<file path="src/rtl/sigid_pkg.sv">
package sigid_pkg;

  typedef enum logic [2:0] {
    ST_IDLE    = 3'd0,
    ST_HV_WAIT = 3'd1,
    ST_ACC_LO  = 3'd2,
    ST_GAP     = 3'd3,
    ST_ACC_HI  = 3'd4,
    ST_DONE    = 3'd5
  } sig_state_e;

  localparam int unsigned NUM_BYTES = 2;

endpackage

</file>
<file path="src/rtl/sigid_settle.sv">
module sigid_settle #(
  parameter int unsigned SETTLE_CYC = 4
) (
  input  logic clk,
  input  logic rst_n,
  input  logic run_i,
  output logic expired_o
);

  localparam int unsigned CNT_W = (SETTLE_CYC < 2) ? 1 : $clog2(SETTLE_CYC);
  localparam logic [CNT_W-1:0] LAST = CNT_W'(SETTLE_CYC - 1);

  logic [CNT_W-1:0] cnt_q;
  logic [CNT_W-1:0] cnt_d;
  logic             cnt_en;

  assign expired_o = run_i && (cnt_q == LAST);

  always_comb begin
    cnt_en = run_i || (cnt_q != '0);
    if (run_i && !expired_o) cnt_d = cnt_q + 1'b1;
    else                     cnt_d = '0;
  end

  always_ff @(posedge clk or negedge rst_n) begin
    if (!rst_n)      cnt_q <= '0;
    else if (cnt_en) cnt_q <= cnt_d;
  end

  AST_CNT_IN_RANGE: assert property (@(posedge clk) disable iff (!rst_n)
    cnt_q <= LAST);

  AST_CNT_IDLE_ZERO: assert property (@(posedge clk) disable iff (!rst_n)
    !run_i |=> cnt_q == '0);

endmodule

</file>
<file path="src/rtl/sigid_parity.sv">
module sigid_parity #(
  parameter int unsigned DATA_W = 8
) (
  input  logic [DATA_W-1:0] byte_i,
  output logic              even_o
);

  always_comb begin
    even_o = ~(^byte_i);
  end

endmodule

</file>
<file path="src/rtl/sigid_ctrl.sv">
module sigid_ctrl
  import sigid_pkg::*;
(
  input  logic clk,
  input  logic rst_n,
  input  logic start_i,
  input  logic hv_ready_i,
  input  logic expired_i,
  output logic run_o,
  output logic hv_req_o,
  output logic addr_bit_o,
  output logic ce_n_o,
  output logic oe_n_o,
  output logic cap_lo_o,
  output logic cap_hi_o,
  output logic done_o
);

  sig_state_e state_q;
  sig_state_e state_d;

  always_comb begin
    state_d = state_q;
    unique case (state_q)
      ST_IDLE:    if (start_i)    state_d = ST_HV_WAIT;
      ST_HV_WAIT: if (hv_ready_i) state_d = ST_ACC_LO;
      ST_ACC_LO:  if (expired_i)  state_d = ST_GAP;
      ST_GAP:                     state_d = ST_ACC_HI;
      ST_ACC_HI:  if (expired_i)  state_d = ST_DONE;
      ST_DONE:                    state_d = ST_IDLE;
      default:                    state_d = ST_IDLE;
    endcase
  end

  always_ff @(posedge clk or negedge rst_n) begin
    if (!rst_n) state_q <= ST_IDLE;
    else        state_q <= state_d;
  end

  always_comb begin
    run_o      = (state_q == ST_ACC_LO) || (state_q == ST_ACC_HI);
    hv_req_o   = (state_q == ST_HV_WAIT) || (state_q == ST_ACC_LO) ||
                 (state_q == ST_GAP)     || (state_q == ST_ACC_HI);
    addr_bit_o = (state_q == ST_GAP) || (state_q == ST_ACC_HI);
    ce_n_o     = !run_o;
    oe_n_o     = !run_o;
    cap_lo_o   = (state_q == ST_ACC_LO) && expired_i;
    cap_hi_o   = (state_q == ST_ACC_HI) && expired_i;
    done_o     = (state_q == ST_DONE);
  end

  AST_ENABLE_NEEDS_HV: assert property (@(posedge clk) disable iff (!rst_n)
    !ce_n_o |-> hv_req_o);

  AST_STROBES_TOGETHER: assert property (@(posedge clk) disable iff (!rst_n)
    ce_n_o == oe_n_o);

  AST_DONE_ONE_CYCLE: assert property (@(posedge clk) disable iff (!rst_n)
    done_o |=> !done_o);

  AST_RELEASE_AFTER_DONE: assert property (@(posedge clk) disable iff (!rst_n)
    done_o |=> !hv_req_o && !addr_bit_o);

  AST_NO_RESTART_BUSY: assert property (@(posedge clk) disable iff (!rst_n)
    (state_q != ST_IDLE && state_q != ST_HV_WAIT) |=> state_q != ST_HV_WAIT);

  AST_FIRST_WINDOW_NEEDS_READY: assert property (@(posedge clk) disable iff (!rst_n)
    $fell(ce_n_o) && !addr_bit_o |-> $past(hv_ready_i));

endmodule

</file>
<file path="src/rtl/sigid_reader.sv">
module sigid_reader
  import sigid_pkg::*;
#(
  parameter int unsigned ADDR_W     = 15,
  parameter int unsigned DATA_W     = 8,
  parameter int unsigned SETTLE_CYC = 4
) (
  input  logic              clk,
  input  logic              rst_n,
  input  logic              start_i,
  input  logic              hv_ready_i,
  input  logic [DATA_W-1:0] mem_data_i,
  output logic              hv_req_o,
  output logic [ADDR_W-1:0] mem_addr_o,
  output logic              mem_ce_n_o,
  output logic              mem_oe_n_o,
  output logic [DATA_W-1:0] mfr_code_o,
  output logic [DATA_W-1:0] dev_code_o,
  output logic              mfr_perr_o,
  output logic              dev_perr_o,
  output logic              done_o
);

  localparam int unsigned UPPER_W = ADDR_W - 1;

  logic run_w;
  logic expired_w;
  logic addr_bit_w;
  logic cap_lo_w;
  logic cap_hi_w;
  logic even_w;

  logic [NUM_BYTES-1:0] cap_w;
  logic [DATA_W-1:0]    code_q [NUM_BYTES];
  logic [NUM_BYTES-1:0] perr_q;

  sigid_ctrl u_ctrl (
    .clk        (clk),
    .rst_n      (rst_n),
    .start_i    (start_i),
    .hv_ready_i (hv_ready_i),
    .expired_i  (expired_w),
    .run_o      (run_w),
    .hv_req_o   (hv_req_o),
    .addr_bit_o (addr_bit_w),
    .ce_n_o     (mem_ce_n_o),
    .oe_n_o     (mem_oe_n_o),
    .cap_lo_o   (cap_lo_w),
    .cap_hi_o   (cap_hi_w),
    .done_o     (done_o)
  );

  sigid_settle #(.SETTLE_CYC(SETTLE_CYC)) u_settle (
    .clk       (clk),
    .rst_n     (rst_n),
    .run_i     (run_w),
    .expired_o (expired_w)
  );

  sigid_parity #(.DATA_W(DATA_W)) u_parity (
    .byte_i (mem_data_i),
    .even_o (even_w)
  );

  assign cap_w      = {cap_hi_w, cap_lo_w};
  assign mem_addr_o = {{UPPER_W{1'b0}}, addr_bit_w};

  for (genvar g = 0; g < NUM_BYTES; g++) begin : g_byte
    logic              en;
    logic [DATA_W-1:0] code_d;
    logic              perr_d;

    always_comb begin
      en     = cap_w[g];
      code_d = mem_data_i;
      perr_d = even_w;
    end

    always_ff @(posedge clk or negedge rst_n) begin
      if (!rst_n) begin
        code_q[g] <= '0;
        perr_q[g] <= 1'b0;
      end else if (en) begin
        code_q[g] <= code_d;
        perr_q[g] <= perr_d;
      end
    end
  end

  assign mfr_code_o = code_q[0];
  assign dev_code_o = code_q[1];
  assign mfr_perr_o = perr_q[0];
  assign dev_perr_o = perr_q[1];

  AST_LO_CAPTURE_ADDR: assert property (@(posedge clk) disable iff (!rst_n)
    cap_lo_w |-> !mem_ce_n_o && mem_addr_o == '0);

  AST_HI_CAPTURE_ADDR: assert property (@(posedge clk) disable iff (!rst_n)
    cap_hi_w |-> !mem_ce_n_o && mem_addr_o[0]);

  AST_CODES_HOLD: assert property (@(posedge clk) disable iff (!rst_n)
    !cap_lo_w && !cap_hi_w |=> $stable(mfr_code_o) && $stable(dev_code_o));

  AST_ONE_CAPTURE: assert property (@(posedge clk) disable iff (!rst_n)
    $countones(cap_w) <= 1);

endmodule

</file>
<file path="config.mk">
export PLATFORM = sky130hd
export DESIGN_NAME = sigid_reader
export DESIGN_NICKNAME = d
export VERILOG_FILES = /design/src/rtl/sigid_pkg.sv /design/src/rtl/sigid_settle.sv /design/src/rtl/sigid_parity.sv /design/src/rtl/sigid_ctrl.sv /design/src/rtl/sigid_reader.sv
export SDC_FILE = /design/constraint.sdc
export NUM_CORES = 1
export LEC_CHECK = 0
export BUFFER_PORTS_ARGS = -buffer_cell sky130_fd_sc_hd__buf_2
export CAP_MARGIN = 10
export CORE_ASPECT_RATIO = 0.9
export CORE_UTILIZATION = 43
export CTS_CLUSTER_DIAMETER = 40
export DETAILED_ROUTE_END_ITERATION = 10
export GPL_ROUTABILITY_DRIVEN = 0
export PLACE_DENSITY = 0.73
export SYNTH_ARGS = -nofsm -noshare
export SYNTH_HDL_FRONTEND = slang
export SYNTH_SLANG_ARGS = --single-unit
</file>
<file path="constraint.sdc">
create_clock -name clk -period 1.4 [get_ports clk]
set_input_delay 0.07 -clock clk [delete_from_list [all_inputs] [get_ports clk]]
set_output_delay 0.07 -clock clk [all_outputs]
set_load 0.05 [all_outputs]
</file>
### Yosys cells after proc, flatten, opt, wreduce, memory -nomap -nowiden

Index checks and enable logic that the tools add are counted.

| word-level totals | value |
|---|---|
| register bits after elaboration | 23 |
| input bits | 12 |
| output and inout port bits | 37 |
| word-level logic and storage cells | 40 |

| operators by class | value |
|---|---|
| add/subtract/negate cells | 1 |
| equal/unequal tests | 10 |
| multiplexer cells | 6 |
| bitwise operators | 1 |
| reductions and logical operators | 16 |

Operators with widths:

| cell | count |
|---|---|
| $pmux 3 s5 | 1 |
| $mux 3 | 4 |
| $reduce_xor 8->1 | 1 |
| $eq 3x2->1 const B | 2 |
| $eq 3x3->1 const B | 2 |
| $logic_or 1x1->1 | 6 |
| $logic_and 1x1->1 | 4 |
| $ne 2x1->1 const B | 2 |
| $ne 2x2->1 const B | 2 |
| $reduce_and 4->1 | 1 |
| $eq 3x1->1 const B | 1 |
| $logic_not 3->1 | 1 |
| $add 2x1->2 const B | 1 |
| $eq 2x2->1 const B | 1 |
| $logic_not 1->1 | 2 |
| $mux 2 | 1 |
| $reduce_bool 2->1 | 1 |
| $not 1->1 | 1 |

### Logic depth before layout (Yosys ltp)

Gate-level depths: netlist of the first run.

| depth | value |
|---|---|
| word-level depth | 6 |
| gate-level depth with buffers | 6 |

### Cells and area by module

From an unflattened synthesis of the first run, not the netlist that was laid out.

| second synthesis, totals | value |
|---|---|
| cells, all modules | 98 |
| area, all modules | 1,278.7 µm² |

Modules (own cells, without submodules):

| module | instances | cells each | area each (µm²) | seq. area each (µm²) |
|---|---|---|---|---|
| sigid_reader | 1 | 54 | 859.6 | 450.4 |
| sigid_ctrl | 1 | 24 | 235.2 | 75.1 |
| sigid_settle | 1 | 13 | 122.6 | 50.0 |
| sigid_parity | 1 | 7 | 61.3 | 0.0 |

### Worst setup path before layout of the first run

Ideal clock, no wire load.

| path | value |
|---|---|
| kind | register to output |
| from | reg u_ctrl.state_q[1] |
| to | out mem_oe_n_o |
| data arrival time | 1.396 ns |
| data required time | 1.330 ns |
| setup slack | -0.066 ns |
| stages on the path, launching flop included | 5 |
| buffers on the path | 2 |
| cells stage by stage | dfrtp_1 buf_6 xor2_1 nand2b_1 buf_4 |

| between the ends | value |
|---|---|
| longest elaborated chain between the ends | 3 |

RTL lines:

| what | line | RTL |
|---|---|---|
| start, declared | sigid_ctrl.sv:19 | `sig_state_e state_q;` |
| start signal, assigned | sigid_ctrl.sv:37 | `else state_q <= state_d;` |
| $eq 3x2->1 or $eq 3x3->1 (tied branches) | sigid_ctrl.sv:41 | `run_o = (state_q == ST_ACC_LO) \|\| (state_q == ST_ACC_HI);` |
| $logic_or 1x1->1 (*) | sigid_ctrl.sv:41 |  |
| $logic_not 1->1 (*) | n/a |  |
| end, declared | sigid_reader.sv:16 | `output logic mem_oe_n_o,` |

Mark *: on every way between the ends. The rest lies on a longest branch, timed or not.

### Final worst setup path of the first run

| path | value |
|---|---|
| from | reg u_ctrl.state_q[1] |
| to | reg code_q (netlist bit dev_code_o[2]) |

| between the ends | value |
|---|---|
| longest elaborated chain between the ends | 4 |

RTL lines:

| what | line | RTL |
|---|---|---|
| $eq 3x2->1 or $eq 3x3->1 (tied branches) | sigid_ctrl.sv:41, sigid_ctrl.sv:48 |  |
| $logic_or 1x1->1 | sigid_ctrl.sv:41 |  |
| $logic_and 1x1->1 | sigid_settle.sv:17 | `assign expired_o = run_i && (cnt_q == LAST);` |
| $logic_and 1x1->1 (*) | sigid_ctrl.sv:48 | `cap_hi_o = (state_q == ST_ACC_HI) && expired_i;` |
| end signal, assigned by index | sigid_reader.sv:84 | `code_q[g] <= code_d;` |
| end, declared | sigid_reader.sv:34 | `logic [DATA_W-1:0] code_q [NUM_BYTES];` |

Marks and branches as above.
A chain may end at the register's enable or synchronous reset.

==> summary.txt, run 1 <==
Flow run
  • # Max-Cap Violations: 0

Placed design
  • Worst setup slack before clock tree synthesis: -0.0270 ns
  • Estimated wirelength of the detail-placed design: 1.63 mm
  • Area of placed instances: between 1000 and 1500 um^2
  • Post-Place Cells: 175
  • Port Buffers: 34

Timing
  • Post-Route Hold Slack: 0.0166 ns
  • Worst Clk Skew: roughly 0.0075 ns
  • Final critical-path setup slack: -0.0606 ns
  • Final sum of negative setup slack: -0.574 ns
  • Relative slew slack: 0.656
  • Slew at the pin closest to its max-slew limit: 0.515 ns
  • Final clock period utilization by the worst path: 1.04
  • Final min period: approximately 1.5 ns
  • Max-slew violation count: 0
  • Setup repair after global routing missed its margin: true
  • Number of endpoints with negative hold slack in the final report: 0
  • Number of endpoints failing setup at the final stage: 14
  • F_max: 685 MHz

Floorplanning
  • Placeable Area: between 2000 and 3000 um^2
  • DIE WIDTH: 59.3 um
  • Die area: around 3200 um^2
  • Starting density of the core: 0.459
  • Height of the chip: about 54 um
  • Row count: 18
  • Number of ports placed on the die boundary: 49

Worst setup path
  • Worst reg2reg path depth: 4
  • Setup slack of the worst register-to-register path: -0.06 ns
  • Startpoint type of the worst setup path: register
  • Max Fanout on Critical Path: 9
  • Worst reg2reg path startpoint: u_ctrl.state_q[1]$_DFFE_PN0P_
  • WP data required: ~1.6 ns
  • Beginning of the critical path: u_ctrl.state_q[1]$_DFFE_PN0P_
  • Critical Setup Path Class: register to register
  • Data arrival time of the worst path: approximately 1.7 ns
  • End of the worst register-to-register path: dev_code_o[2]$_DFFE_PN0P_
  • Capture point of the critical path: dev_code_o[2]$_DFFE_PN0P_
  • Endpoint class of the critical path: register

Drt
  • Vias: 831
  • First DRT Iteration DRCs: 18
  • Overall routed net length: roughly 2.3 mm
  • Per-cell routed wire length: 12.5 um
  • DRC Markers: 0
  • Number of iterations in the first detailed-routing pass: 4
  • Number of antenna-violating nets in the routed design: 0
  • Ratio of routed vias to standard cells: roughly 4.4

Synth
  • Number of distinct library cell variants in the gate-level netlist after synthesis: 23
  • Mapped Avg Cell Area: between 10 and 15 um^2
  • Ys Warns: 0
  • Gate count of the mapped netlist: about 100
  • Mapped Area: between 1000 and 1500 um^2
  • Sequential cell area fraction in the yosys report: 0.452
  • Synth Register Bits: 23

CTS
  • Root buf cell: clkbuf_4
  • CTS Buf Count: 3
  • Total clock sinks: 23
  • Htree depth: 1
  • Maximum clock path buffer count: 2
  • Clock tree from TritonCTS: done
  • CTS clock-pin slew for the worst setup and hold paths: approximately 0.13 ns
  • Insertion delay of the later-clocked pin in the worst-skew pair: 0.32 ns

Run status
  • Violations in the final reports: setup timing
  • Outcome: finished, violations left

Layout
  • Final Net Count: around 160
  • Ratio of cells with drive above 1 in the final layout: 0.537
  • P&R area growth vs syn: 31.3%
  • Area of the multi-input gates: about 620 um^2
  • Antenna diode count: 0
  • Register area: roughly 580 um^2
  • Summed area of non-filler cells in the final layout: 1670 um^2
  • Filler cells: 233
  • Non-Filler Instances: ~190
  • Utilization after layout: 0.603

Global route
  • GR Overflow Total: 0
  • First-pass GRT wire length: 3.66 mm
  • Global router's overall resource usage: 0.159
  • Initial antenna violation count: 0
  • Number of global-route vias before repair: 770
  • Largest net degree at the start of global routing: 24

Power
  • Static Leakage: 0.823 nW
  • Design Power: 4.02 mW
  • Worst IR Drop VDD: between 1 and 1.5 mV
  • Power per unit of standard cell area: approximately 2400 nW/um^2

Min path
  • Worst min-delay path category: input pin to register
  • Startpoint of the lowest-slack hold path: mem_data_i[3]
==> flip-flops by register name, summed over array words and instances, names as in the netlist <==
name and count:
mfr_perr_o 1, u_ctrl.state_q 3, dev_code_o 8, mfr_code_o 8, u_settle.cnt_q 2, dev_perr_o 1
==> cell type report <==
cell class | count | share of cell area
multi-input cells | 65 | 0.369
flip-flops and latches | 23 | 0.345
repair buffers | 52 | 0.234
well taps | 40 | 0.0300
clock buffers | 3 | 0.0135
inverters | 3 | 0.00674
clock inverters | 1 | 0.00300
==> kinds of logic (layout without fill, tap and decap cells) <==
kind of cell | count (synthesis) | after routing | share of synthesized area
buffers and inverters | 24 | 59 | 0.147
DFF | 23 | 23 | 0.452
muxes | 18 | 18 | 0.202
and+or+nand+nor | 15 | 15 | 0.0816
xor gates and xnor gates | 9 | 9 | 0.0620
AOI/OAI and AO/OA | 7 | 7 | 0.0324
adders and majority gates | 2 | 2 | 0.0197
other | 1 | 14 | 0.00295
==> where the power goes <==
group | total, mW | internal [mW] | switching, mW
Clock | 0.317 | 0.107 | 0.210
Combinational | 2.60 | 0.945 | 1.66
Sequential | 1.10 | 0.933 | 0.165
Total | 4.02 | 1.98 | 2.03
==> worst min-delay path by stage <==
stage          slack [ns]  depth (start not counted)                            end
6_report             0.02                          2      mfr_code_o[3]$_DFFE_PN0P_
5_1_grt             0.004                          2      mfr_code_o[3]$_DFFE_PN0P_
4_1_cts             0.005                          2      mfr_code_o[3]$_DFFE_PN0P_
3_5_place_dp         0.07                          1      mfr_code_o[7]$_DFFE_PN0P_
3_3_place_gp         0.06                          1  u_ctrl.state_q[1]$_DFFE_PN0P_
2_1_floorplan       -0.23                          0      dev_code_o[0]$_DFFE_PN0P_
==> repair_timing <==
action                                  4_1_cts  5_1_grt
pin swaps                                     3        1
endpoints found under the setup margin       14       23
endpoints found under the hold margin        24        1
resized for setup                            20       10
hold buffers                                  2        1
setup buffers                                 4        1
==> routing by layer <==
metal  up-vias  GRT usage  wire (um)  share of wire
met1       401      0.208       1050           0.45
met3         0     0.0601        159          0.068
met2        32      0.257       1130           0.48
met4         0     0.0238          0              0
met5         -          0          0              0
li1        398          -          -              -
==> cell usage in the layout (no fill, tap or decap) <==
master         synthesis  routed
buf_12                 0       1
clkbuf_4               0       3
o311ai_0               1       1
conb_1                 1      14
nor4bb_4               1       1
nand3_1                3       2
nor2_4                 0       1
or4b_1                 1       1
nand2b_4               0       1
nand2_1                3       2
ha_2                   0       1
buf_2                  0      29
nand3b_1               1       1
xor2_4                 0       1
mux2_2                 1       1
inv_1                  3       3
buf_8                  0       2
a21oi_1                1       1
dfrtp_1               23      23
nand2b_1               3       2
buf_4                 16       7
ha_1                   2       1
nor2_2                 0       1
o21ai_0                4       3
xor2_1                 2       1
mux2_4                15      15
nand3_2                0       1
mux2i_1                2       2
dlygate4sd3_1          0       3
o21ai_2                0       1
buf_6                  5      10
nand2_2                0       1
clkinv_2               0       1
o31ai_1                1       1
xnor2_2                0       1
and3b_1                1       1
xnor2_1                7       6
==> synth_stat cells <==
cell,count,area (um^2)
nand2_1,3,11.3
dfrtp_1,23,576
ha_1,2,25.0
and3b_1,1,8.76
mux2i_1,2,20.0
mux2_4,15,225
buf_6,5,56.3
o21ai_0,4,20.0
conb_1,1,3.75
nand3b_1,1,7.51
nand2b_1,3,18.8
xnor2_1,7,61.3
nor2_1,2,7.51
inv_1,3,11.3
mux2_2,1,11.3
a21oi_1,1,5.00
o31ai_1,1,7.51
nor4bb_4,1,25.0
buf_4,16,120
or4b_1,1,10.0
nand3_1,3,15.0
xor2_1,2,17.5
o311ai_0,1,8.76
==> worst max-delay path, cell delays in order (launching register included) <==
cell	delay, ns
dfrtp_1	0.42
buf_6	0.13
nor4bb_4	0.32
buf_12	0.18
mux2_4	0.30
Note: power is estimated with default switching activity, not from simulation.
==> run 2: changes to the inputs <==
--- a/config.mk
+++ b/config.mk
@@ -8,6 +8,7 @@
 export BUFFER_PORTS_ARGS = -buffer_cell sky130_fd_sc_hd__buf_2
 export CAP_MARGIN = 10
 export CORE_ASPECT_RATIO = 0.9
+export CORE_MARGIN = 1
 export CORE_UTILIZATION = 43
 export CTS_CLUSTER_DIAMETER = 40
 export DETAILED_ROUTE_END_ITERATION = 10
==> constraint.sdc (replaced) <==
create_clock -name clk -period 1.4 [get_ports clk]
set_input_delay 0.07 -clock clk [delete_from_list [all_inputs] [get_ports clk]]
set_output_delay 0.07 -clock clk [all_outputs]
set_load 0.1 [all_outputs]
==> summary.txt, run 2 (synthesized netlist as in run 1, its figures left out) <==
Timing
  • Max-slew violation count: 0
  • Final clock period utilization by the worst path: 1.06
  • Setup repair after global routing missed its margin: true
  • Slew at the pin closest to its max-slew limit: around 0.5 ns
  • Relative slew slack: 0.666
  • Final critical-path setup slack: -0.0834 ns
  • Final min period: 1.48 ns
  • F_max: between 600 and 700 MHz
  • Number of endpoints failing setup at the final stage: 14
  • Worst Clk Skew: 0.00343 ns
  • Number of endpoints with negative hold slack in the final report: 0

Global route
  • GR Overflow Total: 0
  • Initial antenna violation count: 0
  • Number of global-route vias before repair: roughly 740
  • First-pass GRT wire length: approximately 3.4 mm
  • Largest net degree at the start of global routing: 24
  • Global router's overall resource usage: 0.147

Floorplanning
  • Die area: 3180 um^2
  • DIE WIDTH: between 50 and 60 um
  • Row count: 18
  • Starting density of the core: 0.459
  • Height of the chip: between 50 and 60 um
  • Placeable Area: around 2800 um^2
  • Number of ports placed on the die boundary: between 40 and 50

Worst setup path
  • Data arrival time of the worst path: between 1 and 1.5 ns
  • End of the worst register-to-register path: dev_code_o[7]$_DFFE_PN0P_
  • Worst reg2reg path startpoint: u_ctrl.state_q[1]$_DFFE_PN0P_
  • Setup slack of the worst register-to-register path: -0.07 ns
  • Worst reg2reg path depth: 4
  • Critical Setup Path Class: register to primary output
  • Endpoint class of the critical path: primary output
  • Max Fanout on Critical Path: 8
  • WP data required: approximately 1.3 ns
  • Startpoint type of the worst setup path: register

Drt
  • Per-cell routed wire length: 12.9 um
  • Ratio of routed vias to standard cells: 4.39
  • Number of iterations in the first detailed-routing pass: 2
  • Overall routed net length: 2.41 mm
  • Vias: roughly 820
  • First DRT Iteration DRCs: 32
  • Number of antenna-violating nets in the routed design: 0
  • DRC Markers: 0

Layout
  • Antenna diode count: 0
  • Most common cell after layout, fill and taps aside: buf_2
  • Summed area of non-filler cells in the final layout: approximately 1700 um^2
  • Final Net Count: around 160
  • P&R area growth vs syn: 34.7%
  • Filler cells: between 200 and 250
  • Ratio of cells with drive above 1 in the final layout: 0.571
  • Highest-count cells in the layout ignoring fill and taps: buf_2 (30), dfrtp_1 (23), mux2_4 (15), conb_1 (14), buf_4 (10)

CTS
  • Total clock sinks: 23
  • Htree depth: 1
  • Insertion delay of the later-clocked pin in the worst-skew pair: ~0.31 ns
  • Clock tree from TritonCTS: done
  • CTS Buf Count: 3
  • CTS clock-pin slew for the worst setup and hold paths: 0.12 ns
  • Root buf cell: clkbuf_4
  • Maximum clock path buffer count: 2

Placed design
  • Estimated wirelength of the detail-placed design: roughly 1.7 mm
  • Area of placed instances: about 1500 um^2
  • Port Buffers: 34

Run status
  • Violations in the final reports: setup timing
  • Outcome: finished, violations left

Min path
  • Worst min-delay path category: input pin to register
  • Hold worst-path end: dev_code_o[1]$_DFFE_PN0P_
  • Worst hold path stage count: 2
  • Startpoint of the lowest-slack hold path: mem_data_i[1]

Flow run
  • # Max-Cap Violations: 0
==> run 2: critical path, cell delays in order (launching register included) <==
cell and delay [ns]:
dfrtp_1 0.41, buf_4 0.17, nor2_4 0.10, buf_6 0.12, xnor2_4 0.11, buf_12 0.19
==> run 2: routing by layer <==
| layer | global-route usage | share of wire | vias up |
|---|---|---|---|
| met2 | 0.238 | 0.50 | 26 |
| met3 | 0.0505 | 0.057 | 0 |
| met1 | 0.200 | 0.45 | 395 |
| met4 | 0.0119 | 0 | 0 |
| met5 | 0 | 0 | - |
| li1 | - | - | 400 |
==> run 2: what timing repair did <==
action / CTS / global route
endpoints found under the hold margin: 23 / 0
gates cloned: 1 / 0
setup buffers: 4 / 2
pin swaps: 2 / 2
endpoints found under the setup margin: 13 / 24
gates resized for setup: 10 / 10
hold buffers: 1 / 0
==> run 2: worst max-delay path by stage <==
stage | start | to | slack [ns] | cells past startpoint
floorplan | u_ctrl.state_q[2]$_DFFE_PN0P_ | hv_req_o | -0.10 | 2
global placement | u_settle.cnt_q[0]$_DFFE_PN0P_ | dev_code_o[5]$_DFFE_PN0P_ | 0.04 | 4
detailed placement | u_settle.cnt_q[0]$_DFFE_PN0P_ | dev_code_o[7]$_DFFE_PN0P_ | -0.03 | 4
CTS | u_ctrl.state_q[1]$_DFFE_PN0P_ | hv_req_o | -0.1 | 5
global route | u_ctrl.state_q[0]$_DFFE_PN0P_ | hv_req_o | -0.17 | 5
finish | u_ctrl.state_q[0]$_DFFE_PN0P_ | hv_req_o | -0.08 | 5
==> run 2: through the flow <==
step	setup WS [ns]	hold slack (ns)	setup TNS (ns)	utilization	cells
floorplan	-0.105	-0.226	-0.105	-	112
global placement	0.0409	0.0614	0	0.557	175
detailed placement	-0.0274	0.0648	-0.177	0.557	175
CTS	-0.0995	0.0120	-0.963	0.598	185
global route	-0.166	0.000265	-1.68	0.619	187
finish	-0.0834	0.0268	-0.746	0.619	187
==> run 2: cell type report <==
class,instances,area [um^2],share of cell area
multi-input cells,65,638,0.372
clock buffers,3,22.5,0.0131
inverters,3,11.3,0.00657
clock inverters,1,5.00,0.00292
flip-flops and latches,23,576,0.336
well taps,40,50.0,0.0292
repair buffers,52,412,0.240
Power of run 2 is not shown: default switching activity piles up to over one toggle a cycle in this logic, so the estimate is an artifact.
==> run 3: changes to the inputs <==
--- a/config.mk
+++ b/config.mk
@@ -13,6 +13,7 @@
 export CTS_CLUSTER_DIAMETER = 40
 export DETAILED_ROUTE_END_ITERATION = 10
 export GPL_ROUTABILITY_DRIVEN = 0
+export MAX_ROUTING_LAYER = met4
 export PLACE_DENSITY = 0.73
 export SYNTH_ARGS = -nofsm -noshare
 export SYNTH_HDL_FRONTEND = slang
==> summary.txt, run 3 (synthesized netlist as in run 1, its figures left out) <==
Worst setup path
  • Crit path buffers/inverters: 3
  • Critical Setup Path Class: register to primary output
  • Crit-path leading delay family: buffers and inverters
  • WP data required: 1.33 ns
  • Endpoint class of the critical path: primary output
  • Critical Path Max Stage Delay: 0.41 ns
  • End of the worst register-to-register path: dev_code_o[7]$_DFFE_PN0P_
  • Startpoint type of the worst setup path: register
  • Data arrival time of the worst path: between 1 and 1.5 ns
  • Max Fanout on Critical Path: 8
  • Worst reg2reg path startpoint: u_ctrl.state_q[1]$_DFFE_PN0P_
  • Worst reg2reg path depth: 4
  • Slowest-stage cell, CP: dfrtp_1
  • Setup slack of the worst register-to-register path: -0.07 ns
  • Cells traversed along the worst timing path: buf_4, nor2_4, buf_6, xnor2_4, buf_12

Global route
  • Initial antenna violation count: 0
  • Number of global-route vias before repair: about 740
  • Global router's overall resource usage: 0.152
  • Largest net degree at the start of global routing: 24
  • GR Overflow Total: 0
  • First-pass GRT wire length: 3.42 mm

Layout
  • Final Net Count: 162
  • P&R area growth vs syn: 34.7%
  • Ratio of cells with drive above 1 in the final layout: 0.571
  • Most common cell after layout, fill and taps aside: buf_2
  • Antenna diode count: 0
  • Area of the multi-input gates: between 600 and 700 um^2
  • Register area: ~580 um^2
  • Utilization after layout: 0.619
  • Summed area of non-filler cells in the final layout: roughly 1700 um^2
  • Highest-count cells in the layout ignoring fill and taps: buf_2 (30), dfrtp_1 (23), mux2_4 (15), conb_1 (14), buf_4 (10)
  • Filler cells: roughly 220

Drt
  • Per-cell routed wire length: 12.9 um
  • Vias: approximately 800
  • Ratio of routed vias to standard cells: between 4 and 5
  • DRC Markers: 0
  • Number of iterations in the first detailed-routing pass: 2
  • Number of antenna-violating nets in the routed design: 0
  • Overall routed net length: 2.42 mm
  • First DRT Iteration DRCs: 29

Floorplanning
  • Placeable Area: between 2000 and 3000 um^2
  • DIE WIDTH: 59.3 um
  • Die area: 3180 um^2
  • Row count: 18
  • Number of ports placed on the die boundary: 49
  • Starting density of the core: 0.459
  • Height of the chip: around 54 um

Timing
  • Worst Clk Skew: 0.00321 ns
  • Number of endpoints with negative hold slack in the final report: 0
  • Final clock period utilization by the worst path: 1.06
  • Post-Route Hold Slack: 0.0269 ns
  • Relative slew slack: 0.658
  • Setup repair after global routing missed its margin: true
  • F_max: ~670 MHz
  • Final critical-path setup slack: -0.0836 ns
  • Max-slew violation count: 0
  • Slew at the pin closest to its max-slew limit: a little over 0.5 ns
  • Final sum of negative setup slack: -0.748 ns
  • Number of endpoints failing setup at the final stage: 14
  • Final min period: between 1 and 1.5 ns

Min path
  • Hold worst-path end: dev_code_o[1]$_DFFE_PN0P_
  • Worst min-delay path category: input pin to register
  • Worst hold path stage count: 2
  • Startpoint of the lowest-slack hold path: mem_data_i[1]

Placed design
  • Estimated wirelength of the detail-placed design: ~1.7 mm
  • Port Buffers: 34
  • Area of placed instances: approximately 1500 um^2

CTS
  • CTS clock-pin slew for the worst setup and hold paths: 0.12 ns
  • Clock tree from TritonCTS: done
  • Insertion delay of the later-clocked pin in the worst-skew pair: slightly above 0.3 ns
  • Total clock sinks: 23
  • Maximum clock path buffer count: 2
  • Root buf cell: clkbuf_4
  • Htree depth: 1
  • CTS Buf Count: 3

Run status
  • Outcome: finished, violations left
  • Violations in the final reports: setup timing

Flow run
  • # Max-Cap Violations: 0
==> run 3: cell counts in the layout (fill, tap and decap cells not counted) <==
Identical to the previous run, type by type.
==> run 3: repair_timing <==
| action | in CTS | in global routing |
|---|---|---|
| setup endpoints to repair | 13 | 24 |
| cloned | 1 | 0 |
| pin swaps | 2 | 2 |
| hold buffers | 1 | 0 |
| hold endpoints to repair | 23 | 0 |
| setup buffers | 4 | 2 |
| resized for setup | 10 | 10 |
==> run 3: worst max path at each step <==
stage / end / startpoint / depth (start not counted) / slack, ns
after global routing: hv_req_o / u_ctrl.state_q[0]$_DFFE_PN0P_ / 5 / -0.17
after CTS: hv_req_o / u_ctrl.state_q[1]$_DFFE_PN0P_ / 5 / -0.1
after detailed placement: dev_code_o[7]$_DFFE_PN0P_ / u_settle.cnt_q[0]$_DFFE_PN0P_ / 4 / -0.03
final: hv_req_o / u_ctrl.state_q[0]$_DFFE_PN0P_ / 5 / -0.08
after global placement: dev_code_o[5]$_DFFE_PN0P_ / u_settle.cnt_q[0]$_DFFE_PN0P_ / 4 / 0.04
after floorplan: hv_req_o / u_ctrl.state_q[2]$_DFFE_PN0P_ / 2 / -0.10
==> run 3: worst reg2reg max path, stage by stage, from the launching register on <==
cell	delay, ns
dfrtp_1	0.42
buf_4	0.15
nor4bb_4	0.33
buf_12	0.18
mux2_4	0.30
==> run 3: cell type report <==
| type | instances | share of cell area |
|---|---|---|
| sequential | 23 | 0.336 |
| inverter | 3 | 0.00657 |
| tap | 40 | 0.0292 |
| clock inverter | 1 | 0.00292 |
| multi-input combinational | 65 | 0.372 |
| timing repair buffer | 52 | 0.240 |
| clock buffer | 3 | 0.0131 |
==> run 3: metrics by stage <==
step                std cells  worst slack [ns]
floorplan                 112            -0.105
global route              187            -0.166
detailed placement        175           -0.0274
CTS                       185           -0.0995
finish                    187           -0.0836
global placement          175            0.0409
==> run 3: metal layers <==
metal  global-route usage  routed length, um
met1                0.204               1110
met2                0.238               1200
met3               0.0433                112
met4               0.0119                  0
met5                    -                  0
Power of run 3 is left out for the same reason.
